--- src/rtl/scl_div_pkg.sv ---
package scl_div_pkg;
  localparam int THP_W  = 8;
  localparam int NDIV_W = 3;
  localparam int MDIV_W = 4;
  localparam int CTL_W  = NDIV_W + MDIV_W;

  typedef struct packed {
    logic [THP_W-1:0]  thp;
    logic [MDIV_W-1:0] mdiv;
    logic [NDIV_W-1:0] ndiv;
  } div_cfg_t;
endpackage

--- src/rtl/scl_div_cfg.sv ---
module scl_div_cfg
  import scl_div_pkg::*;
#(
  parameter int THP_MIN  = 5,
  parameter int THP_RST  = 8'h18,
  parameter int MDIV_RST = 2,
  parameter int NDIV_RST = 0
) (
  input  logic             clk,
  input  logic             rst_n,
  input  logic             wr,
  input  logic [THP_W-1:0] thp_in,
  input  logic [CTL_W-1:0] ctl_in,
  output div_cfg_t         cfg
);
  logic [THP_W-1:0] thp_clamped;

  // undersized high-period values are raised to the minimum
  always_comb begin
    thp_clamped = thp_in;
    if (thp_in < THP_W'(THP_MIN)) thp_clamped = THP_W'(THP_MIN);
  end

  always_ff @(posedge clk or negedge rst_n) begin
    if (!rst_n) begin
      cfg.thp  <= THP_W'(THP_RST);
      cfg.mdiv <= MDIV_W'(MDIV_RST);
      cfg.ndiv <= NDIV_W'(NDIV_RST);
    end else if (wr) begin
      cfg.thp  <= thp_clamped;
      // linear factor in the upper field, power-of-two exponent in the lower
      cfg.mdiv <= ctl_in[CTL_W-1:NDIV_W];
      cfg.ndiv <= ctl_in[NDIV_W-1:0];
    end
  end

  assert_cfg_hold_R8: assert property (@(posedge clk) disable iff (!rst_n)
    !wr |=> $stable(cfg));
endmodule

--- src/rtl/scl_div_stage.sv ---
module scl_div_stage #(
  parameter int W = 8
) (
  input  logic         clk,
  input  logic         rst_n,
  input  logic         clr,
  input  logic         en,
  input  logic [W-1:0] limit,
  output logic         wrap
);
  logic [W-1:0] cnt;

  assign wrap = en && (cnt == limit);

  always_ff @(posedge clk or negedge rst_n) begin
    if (!rst_n)      cnt <= '0;
    else if (clr)    cnt <= '0;
    else if (en)     cnt <= wrap ? '0 : cnt + 1'b1;
  end

  // a cleared counter never runs past its limit, so no period is cut short
  assert_cnt_in_range_R6: assert property (@(posedge clk) disable iff (!rst_n)
    cnt <= limit);
endmodule

--- src/rtl/scl_div_out.sv ---
module scl_div_out (
  input  logic clk,
  input  logic rst_n,
  input  logic clr,
  input  logic half_evt,
  output logic half_tick,
  output logic scl_tick
);
  logic phase;

  always_ff @(posedge clk or negedge rst_n) begin
    if (!rst_n) begin
      phase     <= 1'b0;
      half_tick <= 1'b0;
      scl_tick  <= 1'b0;
    end else if (clr) begin
      phase     <= 1'b0;
      half_tick <= 1'b0;
      scl_tick  <= 1'b0;
    end else begin
      half_tick <= half_evt;
      scl_tick  <= half_evt && phase;
      if (half_evt) phase <= ~phase;
    end
  end

  assert_single_pulse_R7: assert property (@(posedge clk) disable iff (!rst_n)
    half_tick |=> !half_tick);
  assert_scl_on_half_R3: assert property (@(posedge clk) disable iff (!rst_n)
    scl_tick |-> half_tick);
  assert_clear_quiet_R6: assert property (@(posedge clk) disable iff (!rst_n)
    clr |=> (!half_tick && !scl_tick));
endmodule

--- src/rtl/scl_tick_gen.sv ---
module scl_tick_gen
  import scl_div_pkg::*;
#(
  parameter int FIXED_DIV = 10,
  parameter int THP_MIN   = 5,
  parameter int THP_RST   = 8'h18,
  parameter int MDIV_RST  = 2,
  parameter int NDIV_RST  = 0
) (
  input  logic             clk,
  input  logic             rst_n,
  input  logic             cfg_wr,
  input  logic [THP_W-1:0] cfg_thp,
  input  logic [CTL_W-1:0] cfg_clkctl,
  output logic             half_tick,
  output logic             scl_tick
);
  localparam int POW_W = (1 << NDIV_W) - 1;
  localparam int DEC_W = $clog2(FIXED_DIV);

  div_cfg_t         cfg;
  logic [POW_W-1:0] pow_limit;
  logic             wrap_base, wrap_pow, wrap_lin, wrap_dec;

  scl_div_cfg #(
    .THP_MIN(THP_MIN), .THP_RST(THP_RST), .MDIV_RST(MDIV_RST), .NDIV_RST(NDIV_RST)
  ) u_cfg (
    .clk(clk), .rst_n(rst_n), .wr(cfg_wr),
    .thp_in(cfg_thp), .ctl_in(cfg_clkctl), .cfg(cfg)
  );

  // 2^ndiv - 1 as a thermometer code
  always_comb begin
    for (int i = 0; i < POW_W; i++) pow_limit[i] = (i < int'(cfg.ndiv));
  end

  scl_div_stage #(.W(THP_W)) u_base (
    .clk(clk), .rst_n(rst_n), .clr(cfg_wr), .en(1'b1),
    .limit(cfg.thp), .wrap(wrap_base)
  );

  scl_div_stage #(.W(POW_W)) u_pow (
    .clk(clk), .rst_n(rst_n), .clr(cfg_wr), .en(wrap_base),
    .limit(pow_limit), .wrap(wrap_pow)
  );

  scl_div_stage #(.W(MDIV_W)) u_lin (
    .clk(clk), .rst_n(rst_n), .clr(cfg_wr), .en(wrap_pow),
    .limit(cfg.mdiv), .wrap(wrap_lin)
  );

  scl_div_stage #(.W(DEC_W)) u_dec (
    .clk(clk), .rst_n(rst_n), .clr(cfg_wr), .en(wrap_lin),
    .limit(DEC_W'(FIXED_DIV - 1)), .wrap(wrap_dec)
  );

  scl_div_out u_out (
    .clk(clk), .rst_n(rst_n), .clr(cfg_wr), .half_evt(wrap_dec),
    .half_tick(half_tick), .scl_tick(scl_tick)
  );
endmodule

--- config.mk ---
export PLATFORM = sky130hd
export DESIGN_NAME = scl_tick_gen
export DESIGN_NICKNAME = d
export VERILOG_FILES = /design/src/rtl/scl_div_pkg.sv /design/src/rtl/scl_div_cfg.sv /design/src/rtl/scl_div_stage.sv /design/src/rtl/scl_div_out.sv /design/src/rtl/scl_tick_gen.sv
export SDC_FILE = /design/constraint.sdc
export NUM_CORES = 1
export LEC_CHECK = 0
export ABC_CLOCK_PERIOD_IN_PS = 2300
export BUFFER_PORTS_ARGS = -buffer_cell sky130_fd_sc_hd__buf_4
export CORE_UTILIZATION = 40
export CTS_BUF_LIST = sky130_fd_sc_hd__clkbuf_4
export CTS_CLUSTER_SIZE = 28
export DETAILED_ROUTE_END_ITERATION = 8
export HOLD_SLACK_MARGIN = 0.1
export SLEW_MARGIN = 10
export SYNTH_ARGS = -nofsm -noshare
export SYNTH_HDL_FRONTEND = slang
export SYNTH_SLANG_ARGS = --single-unit
--- constraint.sdc ---
create_clock -name clk -period 2.3 [get_ports clk]
set_input_delay 0.23 -clock clk [delete_from_list [all_inputs] [get_ports clk]]
set_output_delay 0.23 -clock clk [all_outputs]
set_load 0.01 [all_outputs]
Word level (Yosys, flattened, before mapping):

Index checks and enable logic that the tools add are counted.

* flip-flop bits (word level): 41
* bits of input ports: 18
* logic and storage cells: 51

* add/subtract/negate cells: 4
* order comparisons: 8
* equal/unequal tests: 4
* mux-type cells: 16
* bitwise logic cells: 1
* reductions and logical operators: 8

Operators with widths (count)
* 4-bit 2-to-1 mux: 6
* 8-bit 2-to-1 mux: 3
* 7-bit 2-to-1 mux: 3
* 3-bit less-than comparator (first input constant): 3
* 4-bit by 1-bit adder with 4-bit output (second input constant): 2
* 8-bit by 1-bit adder with 8-bit output (second input constant): 1
* 8-bit == test: 1
* 8-bit by 3-bit less-than comparator with 1-bit output (second input constant): 1
* 2-bit nonzero test: 4
* 7-bit by 1-bit adder with 7-bit output (second input constant): 1
* 7-bit == test: 1
* 1-bit by 3-bit less-than comparator with 1-bit output (first input constant): 2
* 2-bit by 3-bit less-than comparator with 1-bit output (first input constant): 2
* 4-bit == test: 1
* 4-bit == test (second input constant): 1
* 1-bit logical AND: 4
* 1-bit 2-to-1 mux: 4
* 1-bit NOT: 1

Logic depth before layout (Yosys ltp):

* depth in word-level cells: 8
* mapped depth: 7
* gate-level depth less buffers: 6

Cells and area by module:

A second synthesis with hierarchy kept.

* cells, all modules: 204
* area, all modules: 2272.2 µm²

Modules (own cells, without submodules)
* scl_div_cfg: times used 1, cells each 42, area each 624.3 µm², sequential area each 379.1 µm²
* scl_div_stage (u_dec ...): times used 2, cells each 26, area each 270.3 µm², sequential area each 100.1 µm²
* scl_div_stage (u_base): times used 1, cells each 51, area each 523.0 µm², sequential area each 200.2 µm²
* scl_div_stage (u_pow): times used 1, cells each 44, area each 425.4 µm², sequential area each 175.2 µm²
* scl_div_out: times used 1, cells each 7, area each 107.6 µm², sequential area each 75.1 µm²
* scl_tick_gen: times used 1, cells each 8, area each 51.3 µm², sequential area each 0.0 µm²

Worst setup path before layout:

No wires, ideal clock.

* kind: register to register
* from: reg, netlist name u_cfg.cfg[4]
* to: reg u_dec.cnt[1]
* library setup time: 0.128 ns
* data arrival time: 1.826 ns
* data required time: 2.172 ns
* path slack: 0.347 ns
* stages on the path, launching flop included: 5
* buffers on the path: 0
* path through: dfstp_2 xor2_1 nor4_2 nor4b_4 mux2_1

* cells in the longest elaborated chain, start to end: 6
* elaborated cells between the ends (all ways): 7
* those cells by class: eq/ne: 1; mux: 3; reduce/logical: 3

Ends and longest elaborated chain
* 4-bit == test *: RTL line scl_div_stage.sv:13 `assign wrap = en && (cnt == limit);`
* 1-bit logical AND *: RTL line scl_div_stage.sv:13
* 1-bit logical AND: RTL line scl_div_stage.sv:13
* 4-bit 2-to-1 mux (2 in series): RTL line scl_div_stage.sv:18 `else if (en) cnt <= wrap ? '0 : cnt + 1'b1;`
* 4-bit 2-to-1 mux: RTL line scl_div_stage.sv:17 `else if (clr) cnt <= '0;`
* to (signal assigned): RTL line scl_div_stage.sv:18
* to (decl): RTL line scl_div_stage.sv:11 `logic [W-1:0] cnt;`

Every way passes the cells marked *; elsewhere a longest branch is shown, timed or not. The select of a mux whose other input is x is not followed.
A chain may end at the register's enable or synchronous reset.

Worst setup path in the final report:

* from: reg, netlist name u_cfg.cfg[2]
* to: reg u_pow.cnt[1]

* cells in the longest elaborated chain, start to end: 6
* elaborated cells between the ends (all ways): 12
* those cells by class: order compare: 7; eq/ne: 1; mux: 3; reduce/logical: 1

Ends and longest elaborated chain
* 1-bit by 3-bit less-than comparator with 1-bit output (tied with other cells): RTL line scl_tick_gen.sv:34 `for (int i = 0; i < POW_W; i++) pow_limit[i] = (i < int'(cfg.ndiv));`
* 7-bit == test *: RTL line scl_div_stage.sv:13
* 1-bit logical AND *: RTL line scl_div_stage.sv:13
* 7-bit 2-to-1 mux * (2 in series): RTL line scl_div_stage.sv:18
* 7-bit 2-to-1 mux *: RTL line scl_div_stage.sv:17
* to (signal assigned): RTL line scl_div_stage.sv:18
* to (decl): RTL line scl_div_stage.sv:11

Marks and branches as above.

==> flow_summary.ini <==
[floorplanning]
dieWidth_um = 78.5
start_util = 0.420
die_h_um = 78.5
core_mm2 = 0.00557
io_pins = 20
rows = 27
die-area_mm2 = 0.00616

[worst_hold_path]
holdPathEnd = u_cfg.cfg[13]$_DFFE_PN0P_
min_path_type = primary input to register
hold_path_depth = 2
hold_path_startpoint = cfg_thp[6]

[setup_path]
critPathKind = register to register
slowest_stage = nor3_2
r2r_cells = 6
crit_path_max_incr_delay_ns = 0.69
worstReg2RegEnd = u_pow.cnt[1]$_DFFE_PN0P_
worst_ep_arrival_time_ns = 2.44
cp_cell_sequence = or2_1, a211oi_1, nor3_2, buf_4, o211ai_1, a21oi_1
end_kind = register
cp_max_fo = 13
critPathRequiredTime_ns = 2.58
r2r_setup_slack_ns = 0.13
r2r-start = u_cfg.cfg[2]$_DFFE_PN0P_
critPathLaunchType = register

[sta]
rsz0062_at_grt = no
slew_headroom = 0.454
skew_ns = 0.0115
fin_crit_sh = 0.941
fmax_mhz = 462
finalHoldViolCount = 0
worstMarginPinSlew_ns = 0.814
setup_tns_ns = 0
timing.final.crit_period_ns = 2.17
final_max_slew_viol_count = 0
setup_viol = 0

[finish]
area_delta_synth_final_pct = 16.0
final_cell_mix = 38 x dfrtp_1, 24 x buf_4, 22 x nor2_1
stdcell_area_mm2 = 0.00272
final_common_cell = dfrtp_1
drive_gt1_frac = 0.229
final_core_utilization = 0.487
n_antenna_cell = 0
num-nets-final = 280

[yosys]
synth.distinct_cells = 53
muxShareOfSynthArea = 0.0759
synth_compound_gate_area_share = 0.144
ys_seq_elements = 41
synth_xor_area_frac = 0.0711
yosysTopAreaCell = dfrtp_1
ys_top_cells_by_area = dfrtp_1 41%, mux2_2 5.8%, xor2_1 5.2%
yosys.area.top_type_share = 0.406
synth_ff_type = dfrtp_1
syn_area_mm2 = 0.00234
syn_area_per_cell_um2 = 10.3
yosys.area_share.simple = 0.206
synthAdderAreaFrac = 0.0267
synthesis.nets = 251
ys_warn_count = 0
synth_top_family_by_area = simple AND/OR/NAND/NOR gates
synthArstFlopShare = 1.00
synth_edf_count = 0
syn_inst = 228
seq_area_frac_synth = 0.440

[cts]
cts_tree = done
cts_buffers = 5
cts_sinks = 41
clock_latency_ns = 0.36
htreeDepth = 2
path_clk_slew_ns = 0.12
clockRootBuffer = clkbuf_4
clockBufferDepth = 2

[power]
ir_drop_mv = 0.283
p_leak_nw = 1.19
fin_total_pwr_w = 0.00135
power.density_mw_per_mm2 = 497

[run]
maxCapViolations = 0

[placement]
port_buffers = 19
place_area_mm2 = 0.00255
place.gp.congestion = 0.783
dp_hpwl_um = 3130

[drt]
firstDrtPassIters = 4
wl_per_cell_um = 14.3
vias = 1791
first_iter_violations = 75
viasPerCell = 5.43
detail-route-antenna-nets = 0
routed_wl_um = 4730
drc = 0

[global_routing]
grt_pass1_wl_um = 8180
track_usage = 0.170
grt_pass1_vias = 1750
antenna_found_initial = 0
grt_max_degree = 42
grt_overflow = 0

[run_status]
status = finished, final reports clean
worst max path at each step:
stage / startpoint / to / slack, ns / depth (start not counted)
detailed placement: u_base.cnt[0]$_DFF_PN0_ / u_out.phase$_DFFE_PN0P_ / 0.14 / 5
floorplan: u_cfg.cfg[4]$_DFFE_PN1P_ / u_dec.cnt[1]$_DFFE_PN0P_ / 0.35 / 4
global route: u_base.cnt[0]$_DFF_PN0_ / u_lin.cnt[0]$_DFFE_PN0P_ / 0.02 / 6
global placement: u_base.cnt[0]$_DFF_PN0_ / u_lin.cnt[3]$_DFFE_PN0P_ / 0.17 / 6
finish: u_cfg.cfg[2]$_DFFE_PN0P_ / u_pow.cnt[1]$_DFFE_PN0P_ / 0.13 / 6
CTS: u_base.cnt[0]$_DFF_PN0_ / u_out.phase$_DFFE_PN0P_ / 0.15 / 5
logic make-up (layout without fill, tap and decap cells):
group,count (synthesis),after routing
buffers and inverters,19,49
AOI/OAI and AO/OA,41,41
DFF,41,41
and+or+nand+nor,87,87
xor gates and xnor gates,19,19
muxes,16,16
adders and majority gates,5,5
report_power, final:
| group | total [W] | switching (W) | internal (W) |
|---|---|---|---|
| clock network | 0.000346 | 0.000235 | 0.000111 |
| logic | 0.000199 | 0.0000985 | 0.000100 |
| registers | 0.000807 | 0.0000463 | 0.000760 |
| total | 0.00135 | 0.000380 | 0.000971 |
routing by layer:
| layer | up-vias | GRT usage | part of all wire |
|---|---|---|---|
| li1 | 887 | - | - |
| met1 | 869 | 0.229 | 0.49 |
| met2 | 31 | 0.273 | 0.47 |
| met3 | 4 | 0.0349 | 0.028 |
| met4 | 0 | 0.0556 | 0.011 |
| met5 | - | 0 | 0 |
final cells by class:
class	instances	area (um2)
clock buffer	5	37.5
clock inverter	3	12.5
fill	543	2860
inverter	6	22.5
multi-input combinational	168	1230
sequential	41	1030
tap	72	90.1
timing repair buffer	35	290
registers in the layout (all words and copies together) (netlist names):
register         flops
u_out.scl_tick       1
u_out.phase          1
u_pow.cnt            7
u_dec.cnt            4
u_lin.cnt            4
u_cfg.cfg           15
u_base.cnt           8
u_out.half_tick      1
repair_timing:
action                     in CTS  in global routing
hold endpoints to repair       48                  0
setup endpoints to repair       0                  1
hold buffers                   11                  0
gates resized for setup         0                  1
buffers inserted                0                  0
per-stage QoR:
step                std cells  hold slack, ns  setup slack (ns)
finish                    330           0.117             0.135
global route              330           0.104            0.0211
CTS                       330           0.100             0.149
detailed placement        311           0.248             0.143
global placement          311           0.250             0.173
floorplan                 228         -0.0656             0.347
cells in the mapped netlist, types with 2 or more instances:
cell / number
o21ai_0: 2
a31oi_1: 6
nand2_1: 18
mux2_1: 2
o41ai_2: 3
a21oi_1: 4
or3_1: 3
xor2_1: 14
inv_1: 6
clkbuf_1: 5
o311a_1: 2
nor4_1: 4
a41o_1: 2
nor4_2: 3
nand2b_1: 2
and3_1: 6
nor2b_1: 3
or2_1: 2
nor2_1: 22
dfstp_2: 3
nand4_1: 2
buf_1: 3
nor3_1: 4
mux2_2: 12
o311ai_1: 3
ha_1: 5
and2_1: 2
nand3_1: 6
dfrtp_1: 38
mux2i_1: 2
nor3b_1: 2
xnor2_1: 5
buf_2: 4
o211ai_1: 9
worst max-delay path, delay by kind of cell (launching register included):
family | cells | cell delay [ns]
buffers and inverters | 1 | 0.28
AND/OR/NAND/NOR | 2 | 0.85
AO/OA/AOI/OAI | 3 | 0.37
flip-flops | 1 | 0.59
Note: power is estimated with default switching activity, not from simulation.
